File: src/rtl/pg_ctl_pkg.sv
package pg_ctl_pkg;
  localparam int CMD_W = 3;

  localparam logic [CMD_W-1:0] FORM_CTL_A = 3'd0;
  localparam logic [CMD_W-1:0] FORM_CTL_B = 3'd2;
  localparam logic [CMD_W-1:0] FORM_STAT  = 3'd3;

  localparam logic [CMD_W-1:0] SEL_TC  = 3'd0;
  localparam logic [CMD_W-1:0] SEL_SRP = 3'd2;
  localparam logic [CMD_W-1:0] SEL_CRP = 3'd3;

  typedef enum logic [2:0] {
    TGT_NONE,
    TGT_TC,
    TGT_SRP,
    TGT_CRP,
    TGT_SR
  } tgt_e;
endpackage

File: src/rtl/pg_ctl_decode.sv
module pg_ctl_decode
  import pg_ctl_pkg::*;
(
  input  logic             valid,
  input  logic [CMD_W-1:0] form,
  input  logic [CMD_W-1:0] sel,
  input  logic             store,
  output tgt_e             tgt,
  output logic             err,
  output logic             do_load,
  output logic             do_store
);
  always_comb begin
    tgt = TGT_NONE;
    err = 1'b0;
    if (valid) begin
      if (form == FORM_CTL_A || form == FORM_CTL_B) begin
        if (sel == SEL_TC)       tgt = TGT_TC;
        else if (sel == SEL_SRP) tgt = TGT_SRP;
        else if (sel == SEL_CRP) tgt = TGT_CRP;
        else                     err = 1'b1;
      end else if (form == FORM_STAT) begin
        tgt = TGT_SR;
      end else begin
        err = 1'b1;
      end
    end
  end

  assign do_load  = (tgt != TGT_NONE) && !store;
  assign do_store = (tgt != TGT_NONE) && store;
endmodule

File: src/rtl/pg_word_reg.sv
module pg_word_reg #(
  parameter int W     = 32,
  parameter int DIN_W = 64
) (
  input  logic             clk,
  input  logic             rst,
  input  logic             ld,
  input  logic [DIN_W-1:0] din,
  output logic [W-1:0]     q
);
  always_ff @(posedge clk) begin
    if (rst)     q <= '0;
    else if (ld) q <= din[W-1:0];
  end
endmodule

File: src/rtl/pg_root_reg.sv
module pg_root_reg #(
  parameter int WORD_W = 32
) (
  input  logic                clk,
  input  logic                rst,
  input  logic                ld,
  input  logic [2*WORD_W-1:0] din,
  output logic [2*WORD_W-1:0] q
);
  logic [WORD_W-1:0] limit_q;
  logic [WORD_W-1:0] taddr_q;

  always_ff @(posedge clk) begin
    if (rst) begin
      limit_q <= '0;
      taddr_q <= '0;
    end else if (ld) begin
      limit_q <= din[2*WORD_W-1:WORD_W];
      taddr_q <= din[WORD_W-1:0];
    end
  end

  assign q = {limit_q, taddr_q};
endmodule

File: src/rtl/pg_ctl_regs.sv
module pg_ctl_regs
  import pg_ctl_pkg::*;
#(
  parameter int WORD_W = 32,
  parameter int SR_W   = 16
) (
  input  logic                clk,
  input  logic                rst,
  input  logic                cmd_valid,
  input  logic [2:0]          cmd_form,
  input  logic [2:0]          cmd_sel,
  input  logic                cmd_store,
  input  logic [2*WORD_W-1:0] wr_data,
  output logic [2*WORD_W-1:0] rd_data,
  output logic                rd_valid,
  output logic                cmd_err,
  output logic                xlat_en
);
  localparam int DATA_W = 2 * WORD_W;
  localparam int NROOT  = 2;

  tgt_e tgt;
  logic do_load, do_store;

  pg_ctl_decode u_dec (
    .valid   (cmd_valid),
    .form    (cmd_form),
    .sel     (cmd_sel),
    .store   (cmd_store),
    .tgt     (tgt),
    .err     (cmd_err),
    .do_load (do_load),
    .do_store(do_store)
  );

  logic [WORD_W-1:0] tc_q;
  logic [SR_W-1:0]   sr_q;
  logic [DATA_W-1:0] root_q [NROOT];

  pg_word_reg #(.W(WORD_W), .DIN_W(DATA_W)) u_tc (
    .clk(clk), .rst(rst), .ld(do_load && tgt == TGT_TC), .din(wr_data), .q(tc_q)
  );

  pg_word_reg #(.W(SR_W), .DIN_W(DATA_W)) u_sr (
    .clk(clk), .rst(rst), .ld(do_load && tgt == TGT_SR), .din(wr_data), .q(sr_q)
  );

  for (genvar g = 0; g < NROOT; g++) begin : g_root
    localparam tgt_e MY_TGT = (g == 0) ? TGT_SRP : TGT_CRP;
    pg_root_reg #(.WORD_W(WORD_W)) u_root (
      .clk(clk), .rst(rst), .ld(do_load && tgt == MY_TGT), .din(wr_data), .q(root_q[g])
    );
  end

  // enable register follows the top bit of each control-register load
  always_ff @(posedge clk) begin
    if (rst)                            xlat_en <= 1'b0;
    else if (do_load && tgt == TGT_TC)  xlat_en <= wr_data[WORD_W-1];
  end

  always_comb begin
    rd_data = '0;
    if (do_store) begin
      unique case (tgt)
        TGT_TC:  rd_data = {{WORD_W{1'b0}}, tc_q};
        TGT_SRP: rd_data = root_q[0];
        TGT_CRP: rd_data = root_q[1];
        TGT_SR:  rd_data = {{(DATA_W-SR_W){1'b0}}, sr_q};
        default: rd_data = '0;
      endcase
    end
  end

  assign rd_valid = do_store;
endmodule

File: config.mk
export PLATFORM = sky130hd
export DESIGN_NAME = pg_ctl_regs
export DESIGN_NICKNAME = d
export VERILOG_FILES = /design/src/rtl/pg_ctl_pkg.sv /design/src/rtl/pg_ctl_decode.sv /design/src/rtl/pg_word_reg.sv /design/src/rtl/pg_root_reg.sv /design/src/rtl/pg_ctl_regs.sv
export SDC_FILE = /design/constraint.sdc
export NUM_CORES = 1
export LEC_CHECK = 0
export ABC_AREA = 1
export ABC_CLOCK_PERIOD_IN_PS = 2200
export BUFFER_PORTS_ARGS = -buffer_cell sky130_fd_sc_hd__buf_4
export CAP_MARGIN = 25
export CORE_MARGIN = 2
export CORE_UTILIZATION = 43
export CTS_CLUSTER_DIAMETER = 60
export DETAILED_ROUTE_END_ITERATION = 6
export HOLD_SLACK_MARGIN = 0.12
export SLEW_MARGIN = 20
export SYNTH_ARGS = -nofsm -noshare
export SYNTH_HDL_FRONTEND = slang
export SYNTH_SLANG_ARGS = --single-unit
export TNS_END_PERCENT = 10
File: constraint.sdc
create_clock -name clk -period 2.2 [get_ports clk]
set_clock_uncertainty 0.2 [all_clocks]
set_input_delay 0.44 -clock clk [delete_from_list [all_inputs] [get_ports clk]]
set_output_delay 0.44 -clock clk [all_outputs]
set_load 0.03 [all_outputs]
After elaboration in Yosys (flattened, before gate mapping)
Cells that the tools add are included.
- eq/ne operators: 8
- reductions and logical operators: 11
- multiplexer cells: 14
- operators by type and width (kind ; count):
    one-hot mux 64 bit (4 select lines) ; 1
    two-way mux 64 bit ; 1
    equality test 3 x 2 -> 1 bit, second input constant ; 6
    two-way mux 3 bit ; 5
    logical AND 1 bit ; 6
    logical NOT 3 bit ; 2
    two-way mux 1 bit ; 6
    equality test 3 x 1 -> 1 bit, second input constant ; 1
    equality test 3 bit, second input constant ; 1
    nonzero test 3 bit ; 1
    two-way mux 2 bit ; 1
    logical NOT 1 bit ; 1
    logical OR 1 bit ; 1
- output and inout port bits: 67
- register bits: 177

Longest topological paths before layout
- depth in word-level cells: 9
- depth in mapped cells: 10

Hierarchy
Synthesis repeated with hierarchy kept, for this count alone.
- cell total of the unflattened synthesis: 1517
- area, all modules: 9217.6 sq um
- modules (own cells, without submodules) (module ; instances ; seq. area each (sq um) ; area an instance (sq um) ; cells an instance):
    pg_root_reg ; 2 ; 1281.2 ; 2666.3 ; 405
    pg_ctl_regs ; 1 ; 20.0 ; 1750.4 ; 380
    pg_word_reg (u_tc) ; 1 ; 640.6 ; 1338.8 ; 203
    pg_word_reg (u_sr) ; 1 ; 320.3 ; 670.6 ; 101
    pg_ctl_decode ; 1 ; 0.0 ; 125.1 ; 23

Least setup slack after synthesis
No wires, ideal clock.
- path kind: input port to output port
- start point: in cmd_sel[2]
- end point: out rd_data[43]
- slack: -0.153 ns
- buffers on the path: 2
- stages on the path: 7
- arrival: 1.713 ns
- path through: inv_2 > nand2_2 > nor2_2 > buf_2 > buf_2 > nand3_1 > a21oi_1
- longest elaborated chain between the ends: 9
- RTL lines (item ; line ; text):
    start, declared ; pg_ctl_regs.sv:11 ; input logic [2:0] cmd_sel,
    equality test 3 x 2 -> 1 bit ; pg_ctl_decode.sv:20 ; else if (sel == SEL_CRP) tgt = TGT_CRP;
    two-way mux 2 bit ; pg_ctl_decode.sv:20 ;
    two-way mux 3 bit ; pg_ctl_decode.sv:19 ; else if (sel == SEL_SRP) tgt = TGT_SRP;
    two-way mux 3 bit * ; pg_ctl_decode.sv:18 ; if (sel == SEL_TC) tgt = TGT_TC;
    two-way mux 3 bit * ; pg_ctl_decode.sv:17 ; if (form == FORM_CTL_A || form == FORM_CTL_B) begin
    two-way mux 3 bit * ; pg_ctl_decode.sv:16 ; if (valid) begin
    equality test 3 bit (tied with other cells) ; pg_ctl_regs.sv:64 ; unique case (tgt)
    one-hot mux 64 bit (4 select lines) or logical AND 1 bit (tied branches) ; pg_ctl_regs.sv:64, pg_ctl_decode.sv:31 ;
    two-way mux 64 bit * ; pg_ctl_regs.sv:63 ; if (do_store) begin
    end, declared ; pg_ctl_regs.sv:14 ; output logic [2*WORD_W-1:0] rd_data,
Every way passes the cells marked *; elsewhere a longest branch is shown, timed or not.

Worst setup path after layout
- start point: in cmd_form[0]
- end point: out rd_data[2]
- longest elaborated chain between the ends: 7
- RTL lines (item ; line ; text):
    start, declared ; pg_ctl_regs.sv:10 ; input logic [2:0] cmd_form,
    equality test 3 x 2 -> 1 bit (tied with other cells) ; pg_ctl_decode.sv:22 ; end else if (form == FORM_STAT) begin
    two-way mux 3 bit or logical OR 1 bit (tied branches) ; pg_ctl_decode.sv:22, pg_ctl_decode.sv:17 ;
    two-way mux 3 bit * ; pg_ctl_decode.sv:17 ;
    two-way mux 3 bit * ; pg_ctl_decode.sv:16 ;
    equality test 3 bit (tied with other cells) ; pg_ctl_regs.sv:64 ;
    one-hot mux 64 bit (4 select lines) or logical AND 1 bit (tied branches) ; pg_ctl_regs.sv:64, pg_ctl_decode.sv:31 ;
    two-way mux 64 bit * ; pg_ctl_regs.sv:63 ;
Marked as above.

==> results.py <==
metrics = {
    "run_status": {
        "status": "finished, violations left",
        "violations": "setup timing",
    },
    "die": {
        "core_area_um2": 20300,
        "dieHeight_um": 148.0,
        "die_w_um": 148.0,
        "row_count": 52,
        "start_util": 0.4395,
        "die-area_um2": 21910,
        "boundaryPins": 141,
    },
    "yosys": {
        "syn_inst": 1477,
        "synth_cell_type_count": 18,
        "syn_nets": 1551,
        "ys_ff_latch": 176,
        "ys_warn_count": 0,
        "avgSynthCellArea_um2": 6.040,
        "netlist_area_um2": 8921,
        "synth.yosys.seq_area_share": 0.3950,
    },
    "min_path": {
        "holdPathStages": 2,
        "min_from": "rst",
        "hp-class": "primary input to flop",
    },
    "cells_and_area": {
        "n_antenna_cell": 0,
        "utilization": 0.6174,
        "drive_above_1_share": 0.1916,
        "fin_cells": 1956,
        "layout.nets": 1747,
        "area_delta_synth_final_pct": 40.48,
    },
    "placed_design": {
        "port_buffers": 140,
        "place_ws_ns": -0.3119,
        "globalplace.congestion": 0.7543,
        "hpwl_um": 16170,
        "dp_cells": 1849,
    },
    "detailed_routing": {
        "first_iter_violations": 465,
        "drc": 0,
        "ant_nets": 0,
        "wl_per_cell_um": 13.25,
        "finalWirelength_um": 25920,
        "vias": 9161,
        "dr.pass1.iters": 4,
        "vias_per_cell": 4.684,
    },
    "worst_setup_path": {
        "endpoint_kind": "primary output",
        "endpoint": "rd_data[2]",
        "crit_chain": "buf_8 -> nor2_4 -> nand2_2 -> nor2_4 -> buf_6 -> buf_12 -> nand3_1 -> nand2_1 -> nor2_1 -> nor2_1 -> buf_4",
        "cp.depth": 11,
        "setup.worst_path.class": "primary input to primary output",
        "crit_required_ns": 1.56,
        "rr_worst_depth": 4,
        "r2r_end": "g_root[0].u_root.limit_q[13]",
        "path_buf_inv": 4,
        "cp.arrival_ns": 1.71,
        "crit-reg2reg-launch": "g_root[0].u_root.limit_q[13]",
        "crit_fanout": 13,
        "crit_family": "simple AND/OR/NAND/NOR gates",
        "startpoint_type": "primary input",
        "crit_path_start": "cmd_form[0]",
        "cp_slowest_cell": "buf_6",
        "worst-r2r-setup-slack_ns": 1.33,
        "max_stage_delay_ns": 0.18,
    },
    "job": {
        "drv_cap": 0,
    },
    "timing": {
        "clock.fmax_ghz": 0.4252,
        "slew_headroom": 0.6777,
        "maxSlewViolCount": 0,
        "tightestPinTransition_ns": 0.4835,
        "period_share": 1.069,
        "setup_ws_ns": -0.1521,
        "hold_ws_ns": 0.1504,
        "rsz0062_at_grt": "true",
        "period_needed_ns": 2.352,
        "hold_viol_final": 0,
        "setup_violations": 65,
    },
    "clock_network": {
        "cts-root-buf": "clkbuf_16",
        "cts_buffers": 17,
        "cts_max_level": 4,
        "cts_tree": "yes",
        "max-clock-path-buffers": 2,
        "cts.clk_slew.worst_paths_ns": 0.07,
        "insertion_delay_ns": 0.43,
        "cts_sinks": 176,
    },
    "pwr": {
        "internal-power_w": 0.005141,
        "p_switching_w": 0.001803,
        "pwr-share-comb": 0.101,
        "switching_share": 0.2597,
        "finalPower_w": 0.006944,
        "vdd_drop_max_v": 0.0003864,
        "power.density_nw_per_um2": 554.1,
        "p_clk_frac": 0.434,
        "seqPwrFrac": 0.465,
        "leakagePower_nw": 6.319,
    },
    "global_routing": {
        "grtUsageMet2": 0.3859,
        "grt_usage": 0.2322,
        "grt_pass1_vias": 8413,
        "busiest_layer": "met2",
        "antenna_found_initial": 0,
        "gr-total-overflow": 0,
        "use_met3": 0.04074,
        "met1_usage": 0.3215,
        "grt_pass1_wl_um": 41990,
        "grt_max_degree": 52,
    },
}
[per-stage QoR]
stage               area, um^2  setup TNS, ns
finish                   12530         -6.948
floorplan                 8985         -3.844
global placement         10630         -12.90
detailed placement       10630         -14.23
global route             12530         -12.32
CTS                      12140         -9.137
[layout by cell type (no fill, tap or decap), types with 15 or more instances in the layout]
master / Yosys / routed
nand3_2: 0 / 15
a21oi_2: 10 / 27
clkbuf_16: 0 / 22
a21oi_1: 39 / 19
dlygate4sd3_1: 0 / 64
inv_1: 178 / 174
buf_12: 0 / 21
nor2_1: 355 / 348
nand4_1: 33 / 33
buf_6: 2 / 60
nand2_1: 408 / 401
dfxtp_1: 176 / 176
nand3_1: 164 / 147
buf_4: 4 / 122
[final cells by class]
class | count | area (um^2)
timing repair buffer | 278 | 2868
clock buffer | 18 | 429.2
clock inverter | 14 | 147.6
sequential | 176 | 3523
inverter | 185 | 706.9
fill | 1936 | 7767
multi-input combinational | 1015 | 4519
tap | 270 | 337.8
[layer usage]
layer  wire [um]  vias to the layer above
li1            -                     4856
met1       12250                     4075
met2       12180                      215
met3        1319                       15
met4         178                        0
met5           0                        -
[power groups by stage]
stage | combinational (W) | sequential (W) | clock, W
after global routing | 0.000753 | 0.00323 | 0.00321
final | 0.000702 | 0.00323 | 0.00301
after detailed placement | 0.000535 | 0.00330 | 0
after floorplan | 0.000233 | 0.00330 | 0
after global placement | 0.000533 | 0.00330 | 0
after CTS | 0.000640 | 0.00323 | 0.00307
[state kept, by name, summed over array words and instances (netlist names)]
name / flops
g_root.u_root.taddr_q: 64
u_sr.q: 16
g_root.u_root.limit_q: 64
u_tc.q: 32
[worst min path at each step]
stage	slack [ns]	endpoint
final	0.15	u_sr.q[7]
after global routing	0.15	u_sr.q[6]
after CTS	0.14	u_sr.q[9]
after detailed placement	0.25	u_sr.q[5]
after global placement	0.25	u_sr.q[5]
after floorplan	0.24	u_sr.q[0]
[cell usage after synthesis (all sizes together)]
| master | instances | area [um^2] |
|---|---|---|
| clkbuf | 36 | 135.1 |
| nor2 | 358 | 1356 |
| inv | 185 | 694.4 |
| nand4 | 34 | 219.0 |
| nand3 | 164 | 820.8 |
| buf | 65 | 345.3 |
| a21oi | 49 | 282.8 |
| dfxtp | 176 | 3523 |
| nand2 | 410 | 1544 |
[logic make-up after synthesis]
group / count (synthesis) / synth area share
buffers and inverters: 286 / 0.1317
AO/OA/AOI/OAI: 49 / 0.03170
AND/OR/NAND/NOR: 966 / 0.4417
flip-flops: 176 / 0.3950
[what timing repair did]
action                                  in CTS  in global routing
gates cloned                                 0                  5
pin swaps                                   17                 20
resized for setup                           77                 57
setup buffers                                0                  6
hold buffers                                64                  0
endpoints found under the hold margin      176                  0
endpoints found under the setup margin      65                 65
No activity file was read; power rests on OpenSTA's default activity.
